===== src/rtl/scfir_pkg.sv =====
package scfir_pkg;
  localparam int TAPS        = 11;
  localparam int ROWS        = (TAPS + 1) / 2;
  localparam int DIRECT_ROWS = ROWS - 1;
  localparam int REUSE_ROW   = ROWS - 1;
  localparam int REUSE_A     = 4;
  localparam int REUSE_B     = 1;
  localparam int SHW         = 3;

  // One row of the private matrix: term A plus/minus optional term B.
  // src = 0 selects x, src = 1 selects 3x.
  typedef struct packed {
    logic           src_a;
    logic [SHW-1:0] sh_a;
    logic           use_b;
    logic           src_b;
    logic [SHW-1:0] sh_b;
    logic           neg_b;
  } row_t;

  function automatic row_t private_row(input int r);
    row_t v;
    v = '0;
    case (r)
      0: begin v.src_a = 1'b0; v.sh_a = 3'd1; end
      1: begin v.src_a = 1'b1; v.sh_a = 3'd1; v.use_b = 1'b1; v.src_b = 1'b0; v.sh_b = 3'd0; end
      2: begin v.src_a = 1'b1; v.sh_a = 3'd2; v.use_b = 1'b1; v.src_b = 1'b1; v.sh_b = 3'd1; end
      3: begin v.src_a = 1'b0; v.sh_a = 3'd5; v.use_b = 1'b1; v.src_b = 1'b0; v.sh_b = 3'd1; end
      4: begin v.src_a = 1'b1; v.sh_a = 3'd4; v.use_b = 1'b1; v.src_b = 1'b0; v.sh_b = 3'd1; end
      default: v = '0;
    endcase
    return v;
  endfunction

  function automatic int coef_of_row(input int r);
    case (r)
      0: return 2;
      1: return 7;
      2: return 18;
      3: return 34;
      4: return 50;
      default: return 57;
    endcase
  endfunction

  function automatic int tap_row(input int k);
    return (k < ROWS) ? k : (TAPS - 1 - k);
  endfunction
endpackage


===== src/rtl/scfir_public.sv =====
module scfir_public #(
  parameter int DW = 12
) (
  input  logic                 clk,
  input  logic                 rst,
  input  logic                 adv,
  input  logic                 in_valid,
  input  logic signed [DW-1:0] in_data,
  output logic                 vld_o,
  output logic signed [DW-1:0] x_o,
  output logic signed [DW+1:0] x3_o
);
  localparam int XW3 = DW + 2;

  logic signed [XW3-1:0] x_ext, x_dbl, x3_d;

  assign x_ext = {{2{in_data[DW-1]}}, in_data};
  assign x_dbl = {in_data[DW-1], in_data, 1'b0};
  assign x3_d  = x_ext + x_dbl;

  always_ff @(posedge clk) begin
    if (rst) begin
      vld_o <= 1'b0;
      x_o   <= '0;
      x3_o  <= '0;
    end else if (adv) begin
      vld_o <= in_valid;
      x_o   <= in_data;
      x3_o  <= x3_d;
    end
  end

  assert_triple_term_R2: assert property (@(posedge clk) disable iff (rst)
    vld_o |-> (int'($signed(x3_o)) == 3 * int'($signed(x_o))));
endmodule


===== src/rtl/scfir_private.sv =====
module scfir_private
  import scfir_pkg::*;
#(
  parameter int DW = 12,
  parameter int PW = 20
) (
  input  logic                      clk,
  input  logic                      rst,
  input  logic                      adv,
  input  logic                      vld_i,
  input  logic signed [DW-1:0]      x_i,
  input  logic signed [DW+1:0]      x3_i,
  output logic                      vld_o,
  output logic [ROWS-1:0][PW-1:0]   prod_o
);
  logic signed [PW-1:0] xs, x3s;
  logic [PW-1:0] p2_d [DIRECT_ROWS];
  logic [PW-1:0] p2_q [DIRECT_ROWS];
  logic [PW-1:0] p3_d [ROWS];
  logic [PW-1:0] p3_q [ROWS];
  logic          vld2_q;

  assign xs  = {{(PW-DW){x_i[DW-1]}}, x_i};
  assign x3s = {{(PW-DW-2){x3_i[DW+1]}}, x3_i};

  // Stage 2: one shift-add per row from the shared terms.
  for (genvar r = 0; r < DIRECT_ROWS; r++) begin : g_row
    localparam row_t RW = private_row(r);
    localparam int   C  = coef_of_row(r);
    logic signed [PW-1:0] ta;
    assign ta = (RW.src_a ? x3s : xs) <<< RW.sh_a;
    if (RW.use_b) begin : g_two
      logic signed [PW-1:0] tb;
      assign tb = (RW.src_b ? x3s : xs) <<< RW.sh_b;
      if (RW.neg_b) begin : g_sub
        assign p2_d[r] = ta - tb;
      end else begin : g_add
        assign p2_d[r] = ta + tb;
      end
    end else begin : g_one
      assign p2_d[r] = ta;
    end

    assert_row_product_R3: assert property (@(posedge clk) disable iff (rst)
      (adv && vld_i) |=> (int'($signed(p2_q[r])) == int'($past(x_i)) * C));
  end

  // Stage 3: align direct rows, build the reused row from two products.
  for (genvar r = 0; r < ROWS; r++) begin : g_align
    if (r == REUSE_ROW) begin : g_reuse
      assign p3_d[r] = p2_q[REUSE_A] + p2_q[REUSE_B];
    end else begin : g_pass
      assign p3_d[r] = p2_q[r];
    end
    assign prod_o[r] = p3_q[r];

    assert_row_ratio_R3: assert property (@(posedge clk) disable iff (rst)
      vld_o |-> (int'($signed(p3_q[r])) * coef_of_row(1) ==
                 int'($signed(p3_q[1])) * coef_of_row(r)));
  end

  always_ff @(posedge clk) begin
    if (rst) begin
      vld2_q <= 1'b0;
      vld_o  <= 1'b0;
      for (int r = 0; r < DIRECT_ROWS; r++) p2_q[r] <= '0;
      for (int r = 0; r < ROWS; r++) p3_q[r] <= '0;
    end else if (adv) begin
      vld2_q <= vld_i;
      vld_o  <= vld2_q;
      for (int r = 0; r < DIRECT_ROWS; r++) p2_q[r] <= p2_d[r];
      for (int r = 0; r < ROWS; r++) p3_q[r] <= p3_d[r];
    end
  end
endmodule


===== src/rtl/scfir_taps.sv =====
module scfir_taps
  import scfir_pkg::*;
#(
  parameter int PW = 20,
  parameter int AW = 24
) (
  input  logic                    clk,
  input  logic                    rst,
  input  logic                    adv,
  input  logic                    vld_i,
  input  logic [ROWS-1:0][PW-1:0] prod_i,
  output logic                    vld_o,
  output logic [AW-1:0]           y_o
);
  logic [AW-1:0] z_d [TAPS];
  logic [AW-1:0] z_q [TAPS];
  logic          fire;

  assign fire = adv && vld_i;

  for (genvar k = 0; k < TAPS; k++) begin : g_tap
    localparam int ROW = tap_row(k);
    logic [AW-1:0] ext;
    assign ext = {{(AW-PW){prod_i[ROW][PW-1]}}, prod_i[ROW]};
    if (k == TAPS - 1) begin : g_last
      assign z_d[k] = ext;
    end else begin : g_mid
      assign z_d[k] = ext + z_q[k+1];
    end
  end

  always_ff @(posedge clk) begin
    if (rst) begin
      vld_o <= 1'b0;
      for (int k = 0; k < TAPS; k++) z_q[k] <= '0;
    end else begin
      if (adv) vld_o <= vld_i;
      if (fire) begin
        for (int k = 0; k < TAPS; k++) z_q[k] <= z_d[k];
      end
    end
  end

  assign y_o = z_q[0];

  assert_hold_on_stall_R6: assert property (@(posedge clk) disable iff (rst)
    (vld_o && !adv) |=> (vld_o && $stable(z_q[0])));

  assert_reset_clears_R7: assert property (@(posedge clk)
    rst |=> (!vld_o && (z_q[0] == '0) && (z_q[TAPS-1] == '0)));
endmodule


===== src/rtl/shared_term_fir.sv =====
module shared_term_fir
  import scfir_pkg::*;
#(
  parameter int DW = 12,
  parameter int PW = 20,
  parameter int AW = 24
) (
  input  logic          clk,
  input  logic          rst,
  input  logic          in_valid,
  output logic          in_ready,
  input  logic [DW-1:0] in_data,
  output logic          out_valid,
  input  logic          out_ready,
  output logic [AW-1:0] out_data
);
  logic                    adv;
  logic                    vld1, vld3;
  logic signed [DW-1:0]    x1;
  logic signed [DW+1:0]    x3;
  logic [ROWS-1:0][PW-1:0] prods;

  assign adv      = !out_valid || out_ready;
  assign in_ready = adv;

  scfir_public #(.DW(DW)) u_public (
    .clk(clk), .rst(rst), .adv(adv),
    .in_valid(in_valid), .in_data($signed(in_data)),
    .vld_o(vld1), .x_o(x1), .x3_o(x3)
  );

  scfir_private #(.DW(DW), .PW(PW)) u_private (
    .clk(clk), .rst(rst), .adv(adv),
    .vld_i(vld1), .x_i(x1), .x3_i(x3),
    .vld_o(vld3), .prod_o(prods)
  );

  scfir_taps #(.PW(PW), .AW(AW)) u_taps (
    .clk(clk), .rst(rst), .adv(adv),
    .vld_i(vld3), .prod_i(prods),
    .vld_o(out_valid), .y_o(out_data)
  );
endmodule


===== config.mk =====
export PLATFORM = sky130hd
export DESIGN_NAME = shared_term_fir
export DESIGN_NICKNAME = d
export VERILOG_FILES = /design/src/rtl/scfir_pkg.sv /design/src/rtl/scfir_public.sv /design/src/rtl/scfir_private.sv /design/src/rtl/scfir_taps.sv /design/src/rtl/shared_term_fir.sv
export SDC_FILE = /design/constraint.sdc
export NUM_CORES = 1
export LEC_CHECK = 0
export ABC_AREA = 1
export BUFFER_PORTS_ARGS = -buffer_cell sky130_fd_sc_hd__buf_2
export CAP_MARGIN = 10
export CORE_UTILIZATION = 25
export CTS_CLUSTER_DIAMETER = 40
export DETAILED_ROUTE_END_ITERATION = 10
export HOLD_SLACK_MARGIN = 0.03
export SLEW_MARGIN = 5
export SYNTH_ARGS = -nofsm -noshare
export SYNTH_HDL_FRONTEND = slang
export SYNTH_SLANG_ARGS = --single-unit

===== constraint.sdc =====
create_clock -name clk -period 25.6 [get_ports clk]
set_input_delay 3.84 -clock clk [delete_from_list [all_inputs] [get_ports clk]]
set_output_delay 3.84 -clock clk [all_outputs]
set_load 0.05 [all_outputs]

# Yosys cells after proc, flatten, opt, wreduce, memory -nomap -nowiden
# Memories as Yosys holds them, arrays and structs flattened.
# Index checks and enable logic that the tools add are counted.
# classes
n_addsub	16
reduce_logical	3
n_bitwise	22
mux	30
# op_table
cell	n
24-bit two-way mux	11
24-bit adder	10
20-bit two-way mux	11
1-bit OR	22
20-bit adder	1
18-bit by 13-bit adder with 19-bit output	1
17-bit by 13-bit adder with 18-bit output	1
16-bit by 15-bit adder with 17-bit output	1
15-bit by 12-bit adder with 16-bit output	1
12-bit by 13-bit adder with 14-bit output	1
1-bit two-way mux	8
1-bit logical AND	1
1-bit zero test	1
1-bit logical OR	1
# word_totals
ff_bits	30
ram_bits	484
n_memories	3
wordCells	80
# memory_table
name	depth	width	read_ports	rd_clocked_by_memory_dff	wr	line_no	rtl
u_taps.z_q	11	24	11	0	11	scfir_taps.sv:16	logic [AW-1:0] z_q [TAPS];
u_private.p3_q	6	20	6	0	6	scfir_private.sv:20	logic [PW-1:0] p3_q [ROWS];
u_private.p2_q	5	20	5	0	5	scfir_private.sv:18	logic [PW-1:0] p2_q [DIRECT_ROWS];

# Logic depth before layout (Yosys ltp)
# Gate-level depths: netlist of the first run.
# logic_depth
depth_word	7
ltp_mapped	13
ltp_nobuf	13

# By module
# A second synthesis of the first run with hierarchy kept.
# unflattened
cells_unflattened	5196
hier_area_um2	36124.6
# modules_own_cells
mod	cells_each	area_each_um2	seq_area_each_um2	instances
scfir_taps	3889	25199.2	7827.5	1
scfir_private	1081	9426.5	4814.6	1
scfir_public	224	1491.4	500.5	1
shared_term_fir	2	7.5	0.0	1

# Worst setup path before layout of the first run
# No wires, ideal clock.
# synth_timing
kind	input -> register
startpoint	input port out_ready
endpoint	memory u_taps.z_q[0][0] (enable)
required_ns	24.665
arrival_time_ns	15.797
setup_ns	0.935
stages	2
slack_ns	8.869
cell_sequence	nor2_2 -> o21bai_1
# synth_lines
element	line_no	rtl
start: declaration	shared_term_fir.sv:14	input logic out_ready,
end: declaration	scfir_taps.sv:16	

# Worst setup path after layout of the first run
# layout_timing
startpoint	input port out_ready
endpoint	output port in_ready
# layout_between
elab_chain_len	1
# layout_rtl
element	line_no	rtl
1-bit logical OR	shared_term_fir.sv:23	assign adv = !out_valid || out_ready;
end: declaration	shared_term_fir.sv:11	output logic in_ready,
# No other way between the ends.

==> out/results.txt, run 1 <==
CTS Hold Bufs - 0
Remaining DRCs - 0
Post-Syn Area - 35,200 um^2
max frequency - 118 MHz
die area - 142,000 um^2
most frequent CP cell - buf_2
Post-DRT Antenna Nets - 0
1st-iter DRT viols - 2,423
# rows - 137
Area Overhead vs Synth - 14.7%
power per cell area - 61.4 nW/um^2
vias in the first global route - 29,306
clock buffer depth - 3
share of cells above drive strength 1 - 4.34%
Detail Placement HPWL - 85.1 mm
Final Max Tran Viols - 0
layout net count - 5,500
crit path time final - 8440 ps
Clk Latency, worst-skew pair - 680 ps
status - complete, no violations
sequential cell area - 13,100 um^2
total track usage - 14.9%
slew margin rel. - 30.9%
first-pass GRT wire length - 164 mm
slowest stage delay, CP - 270 ps
VDD IR max - 46.1 uV
Placer Congestion - 0.915
startpoint types - input port
Final Util - 28.9%
clk root buf - clkbuf_16
yosys warns - 0
area of the multi-input gates - 18,000 um^2
Hold Fails Final Rpt - 0
maxcap violations - 0
chip width - 377 um
Vias/cell - 4.44
crit end category - output port
Worst Tran Pin Value - 1040 ps
Num Clock Sinks - 451
Routed wire per std cell - 15.0 um
via count - 31,610
Critical Path AT - 4600 ps
Setup TNS - 0 ps
H-tree Lvls - 3
core region area - 140,000 um^2
CTS tree - built
Boundary Pins - 42
largest net degree at the start of global routing - 109
fillcell total - 15,255
clock skew - 65.6 ps
WS Path Type - in2out
crit-path leading delay family - buffers and inverters
Initial Utilization - 25.2%
Distinct cells, synth - 41
CTS Buf Count - 91
cells after synthesis - 5,106
worst path cell trace - buf_2 > nor2_2 > inv_1 > buf_2
Port-buffer cells - 41
Die Span Y - 377 um
Layout Cells excl Fill - 7,127
GRT overflow - 0
crit share post-route - 33.0%
Post-Syn Area per Cell - 6.89 um^2
Initial DRT Pass Iterations - 6
post_cts resized - 0
final setup vio count - 0
CP Buf/Inv Count - 3
Worst Hold Class - reg2reg
syn nets - 5,433
P_leak - 0.0205 uW
#FFs+latches synth - 451
RSZ-0062 raised after global routing - no
WP data required - 21,760 ps
worst-path fanout max - 4
Reg clk slew, reported paths - 40 ps
Antenna Cells - 0
total routed wirelength - 107 mm
Setup Buffers After CTS - 0
initial antenna violation count - 3
dpl cells - 6,956
CP max-delay cell - nor2_2
Seq/Total Area, Yosys - 37.2%
-- final timing paths --
path	from	to	slack, ps	cells past startpoint
worst max-delay path	out_ready	in_ready	17160	4
worst min-delay path	u_private.vld2_q	u_private.vld2_q	480	2
worst max register to register	u_taps.vld_o	u_taps.z_q[0][26]	21230	10
worst min register to register	u_private.vld2_q	u_private.vld2_q	480	2
-- registers in the layout, indices dropped and copies added (netlist names) --
register and flops:
u_private.p2_q 66, u_private.p3_q 97, u_private.vld2_q 1, u_private.vld_o 1, u_public.vld_o 1, u_public.x3_o 14
u_public.x_o 10, u_taps.vld_o 1, u_taps.z_q 260
-- power breakdown --
group          switching, uW  internal, uW  leakage (uW)
sequential              56.0           860       0.00480
combinational            275           123        0.0142
clock                    443           720       0.00144
total                    775          1700        0.0205
-- worst reg2reg max path: cells and delay by family (launching register included) --
kind                   cells  cell delay, ps
and+or+nand+nor            4             700
buffers and inverters      6            3180
DFF                        1             300
-- synth_stat cells, drive strengths merged --
cell,instances,area [um^2]
a21boi,6,45.0
and2,14,87.6
o21bai,8,60.1
a21oi,357,1790
nor3b,3,22.5
fa,16,320
o21ai,174,908
a21o,8,60.1
o22ai,6,37.5
o21a,8,60.1
inv,952,3570
a31oi,2,12.5
nor3,31,155
buf,65,457
xnor2,11,96.3
xor2,3,26.3
ha,295,3690
nand2,1676,6290
nor2,671,2550
nand3b,17,128
nand3,259,1300
edfxtp,403,12100
a22o,2,17.5
clkbuf,14,52.6
or2,7,43.8
o31ai,1,7.51
dfxtp,48,961
nor4,1,6.26
nand4,48,300
-- placed cells by master (no fill, tap or decap), types with 14 or more instances in the layout --
| cell type | instances |
|---|---|
| nand2_1 | 1675 |
| inv_1 | 949 |
| nor2_1 | 667 |
| edfxtp_1 | 403 |
| a21oi_1 | 357 |
| ha_1 | 295 |
| nand3_1 | 259 |
| o21ai_0 | 162 |
| clkbuf_16 | 92 |
| nand4_1 | 48 |
| dfxtp_1 | 48 |
| buf_2 | 41 |
| nor3_1 | 31 |
| nand3b_1 | 17 |
| fa_1 | 16 |
| clkbuf_1 | 16 |
| and2_1 | 14 |
-- cell families after synthesis --
| family | share of synthesized area (%) |
|---|---|
| AO/OA/AOI/OAI | 8.52 |
| buffers and inverters | 11.6 |
| adder cells (fa/ha/maj) | 11.4 |
| flip-flops | 37.2 |
| AND/OR/NAND/NOR | 30.9 |
| XOR/XNOR | 0.349 |
-- routing by layer --
metal / routed length, um / global-route usage, % / up-vias
li1: - / - / 16354
met2: 46200 / 23.3 / 801
met5: 0 / 0 / -
met3: 6080 / 1.96 / 183
met4: 3730 / 5.40 / 0
met1: 51000 / 20.8 / 14272
-- through the flow --
step | hold slack [ps] | power [uW] | setup slack, ps | instance area (um^2)
3_3_place_gp | 466 | 1320 | 17140 | 37300
5_1_grt | 493 | 2590 | 17110 | 40300
2_1_floorplan | 422 | 1200 | 8870 | 35200
4_1_cts | 475 | 2490 | 17130 | 40300
6_report | 480 | 2480 | 17160 | 40300
3_5_place_dp | 464 | 1320 | 17130 | 37300
-- cell type report --
class                           instances  area share, %
Multi-Input combinational cell       3624           44.7
Clock inverter                         61           1.56
Clock buffer                          110           5.93
Tap cell                             1876           5.82
Timing Repair Buffer                   53          0.732
Inverter                              952           8.88
Sequential cell                       451           32.4
(Power assumes the default switching activity.)
==> run 2: changes to the inputs <==
==> constraint.sdc (replaced) <==
create_clock -name clk -period 8.3 [get_ports clk]
set_input_delay 1.245 -clock clk [delete_from_list [all_inputs] [get_ports clk]]
set_output_delay 1.245 -clock clk [all_outputs]
set_load 0.05 [all_outputs]
==> run 2 against run 1 <==
Against the previous run: final cell count shrank 0.11%; utilization grew 0.095 points; global-route usage grew 0.25 points; critical endpoint is now u_taps.z_q[3][32]; power grew to 3.2 times the previous value; highest routed layer unchanged; die area is the same; sequential share of layout area shrank 0.11 points; clock-buffer cell count shrank 4; sequential power grew to 3.1 times the previous value; clock skew shrank 37 ps; critical path depth grew 4; critical path type is now in2reg.
==> out/results.txt, run 2 (synthesis gave the netlist of run 1 again) <==
largest net degree at the start of global routing - 151 (+39%)
crit path time final - 4260 ps
r2r worst-path depth - 9 (-1)
Initial Utilization - 25.2% (unchanged)
Worst Tran Pin Value - 1080 ps (+41.9 ps)
Port-buffer cells - 41 (unchanged)
worst path cell trace - buf_2 > nor2_4 > buf_4 > clkinv_2 > nor2_8 > buf_12 > o21ai_0 > a21oi_1
r2r startpoint - u_taps.vld_o
CTS Hold Bufs - 0 (unchanged)
Crit. Startpoint - rst
CP max-delay cell - buf_4
sequential share of power - 36.0% (-1.0 points)
Initial DRT Pass Iterations - 5 (-1)
power per cell area - 194 nW/um^2 (+220%)
Remaining DRCs - 0 (unchanged)
Die Span Y - 377 um (unchanged)
Detail Placement HPWL - 85.9 mm (+0.95%)
Worst Hold Depth - 2 (unchanged)
die area - 142,000 um^2 (unchanged)
sequential cell area - 13,100 um^2 (unchanged)
area of the multi-input gates - 18,000 um^2 (unchanged)
share of cells above drive strength 1 - 4.18% (-0.17 points)
max frequency - 235 MHz
Sw Ratio - 29.5% (-1.8 points)
post_cts resized - 0 (unchanged)
Final Max Tran Viols - 0 (unchanged)
CTS Buf Count - 92 (+1.1%)
fillcell total - 15,249 (-0.039%)
max FFs per register - 260 (unchanged)
Area Overhead vs Synth - 15.1%
# rows - 137 (unchanged)
clock buffer depth - 3 (unchanged)
maxcap violations - 0 (unchanged)
Routed wire per std cell - 15.2 um (+1.6%)
Comb pwr share - 15.7% (-0.4 points)
slew margin rel. - 28.2% (-2.8 points)
largest reg by FF count - u_taps.z_q
Worst R2R Setup Slack - 4590 ps (-16,640 ps)
r2r endpoint - u_taps.z_q[3][32]
clock network power share - 48.3% (+1.4 points)
total routed wirelength - 109 mm (+1.5%)
Total Power - 7860 uW (+220%)
1st-iter DRT viols - 2,476 (+2.2%)
NetSw - 2320 uW (+200%)
final setup vio count - 0 (unchanged)
Boundary Pins - 42 (unchanged)
via count - 31,794 (+0.58%)
most frequent cells in the layout - nand2_1, inv_1, nor2_1
Worst Setup EP - u_taps.z_q[3][32]
Top Registers - u_taps.z_q (260), u_private.p3_q (97), u_private.p2_q (66)
most common cell after layout, fill and taps aside - nand2_1
core region area - 140,000 um^2 (unchanged)
worst-path fanout max - 150 (+146)
final worst setup slack - 4040 ps (-13,120 ps)
Layout Cells excl Fill - 7,119 (-0.11%)
Hold Fails Final Rpt - 0 (unchanged)
WS Path Type - in2reg
Post-DRT Antenna Nets - 0 (unchanged)
Clk Latency, worst-skew pair - 660 ps (-20 ps)
startpoint types - input port
VDD IR max - 144 uV (+210%)
Setup TNS - 0 ps (unchanged)
layout net count - 5,498 (-0.036%)
CTS tree - built
slowest stage delay, CP - 670 ps (+400 ps)
GRT overflow - 0 (unchanged)
RSZ-0062 raised after global routing - no
Placer Congestion - 0.927 (+1.3%)
vias in the first global route - 29,574 (+0.91%)
pre-CTS setup slack - 3360 ps (-13,770 ps)
H-tree Lvls - 3 (unchanged)
first-pass GRT wire length - 168 mm (+2.1%)
chip width - 377 um (unchanged)
Critical Path AT - 4760 ps (+160 ps)
clk root buf - clkbuf_16
WP data required - 8800 ps (-12,960 ps)
P_leak - 0.0206 uW (+0.38%)
initial antenna violation count - 0 (-3)
crit end category - flop
Setup Buffers After CTS - 0 (unchanged)
Vias/cell - 4.47 (+0.70%)
Num Clock Sinks - 451 (unchanged)
total track usage - 15.1% (+0.25 points)
dpl cells - 6,953 (-0.043%)
Antenna Cells - 0 (unchanged)
clock skew - 28.7 ps (-36.9 ps)
internal power - 5540 uW (+230%)
Reg clk slew, reported paths - 50 ps (about the same)
Worst Hold Class - reg2reg
status - complete, no violations
crit share post-route - 51.4%
Final Util - 29.0% (+0.095 points)
## run 2: per-stage QoR
step           hold WS (ps)  area, um^2
4_1_cts                 451       40500
3_3_place_gp            444       37300
6_report                450       40500
2_1_floorplan           422       35200
5_1_grt                 483       40500
3_5_place_dp            436       37300
## run 2: critical path, delay by kind of cell
family,cells,cell delay (ps)
simple gates,2,830
buf+inv,4,2070
compound gates,2,370
## run 2: area by class of cell
| cell class | count | area share (%) |
|---|---|---|
| Multi-Input combinational cell | 3624 | 44.5 |
| Sequential cell | 451 | 32.3 |
| Inverter | 952 | 8.85 |
| Clock buffer | 106 | 5.95 |
| Tap cell | 1876 | 5.80 |
| Clock inverter | 60 | 1.84 |
| Timing Repair Buffer | 50 | 0.736 |
## run 2: power by group through the flow
| stage | clock (uW) | combinational [uW] | sequential (uW) |
|---|---|---|---|
| after floorplan | 0 | 912 | 2760 |
| after global placement | 0 | 1220 | 2870 |
| after detailed placement | 0 | 1220 | 2870 |
| after CTS | 3860 | 1230 | 2830 |
| after global routing | 3950 | 1410 | 2830 |
| final | 3800 | 1240 | 2830 |
## run 2: routing by layer
layer / part of all wire, % / vias up / global-route usage, % / wire (um)
met5: 0 / - / 0 / 0
met4: 2.4 / 0 / 4.18 / 2580
met3: 5.3 / 155 / 1.78 / 5770
met2: 45 / 811 / 24.7 / 48600
met1: 48 / 14509 / 20.9 / 51600
li1: - / 16319 / - / -
## run 2: worst min-delay path by stage
stage	from	end	slack, ps
floorplan	u_private.p2_q[0][10]	u_private.p3_q[0][10]	420
global placement	u_private.p2_q[0][6]	u_private.p3_q[0][6]	440
detailed placement	u_private.p2_q[0][6]	u_private.p3_q[0][6]	440
CTS	u_private.p2_q[0][6]	u_private.p3_q[0][6]	450
global route	u_private.p2_q[0][6]	u_private.p3_q[0][6]	480
finish	u_private.p2_q[0][6]	u_private.p3_q[0][6]	450
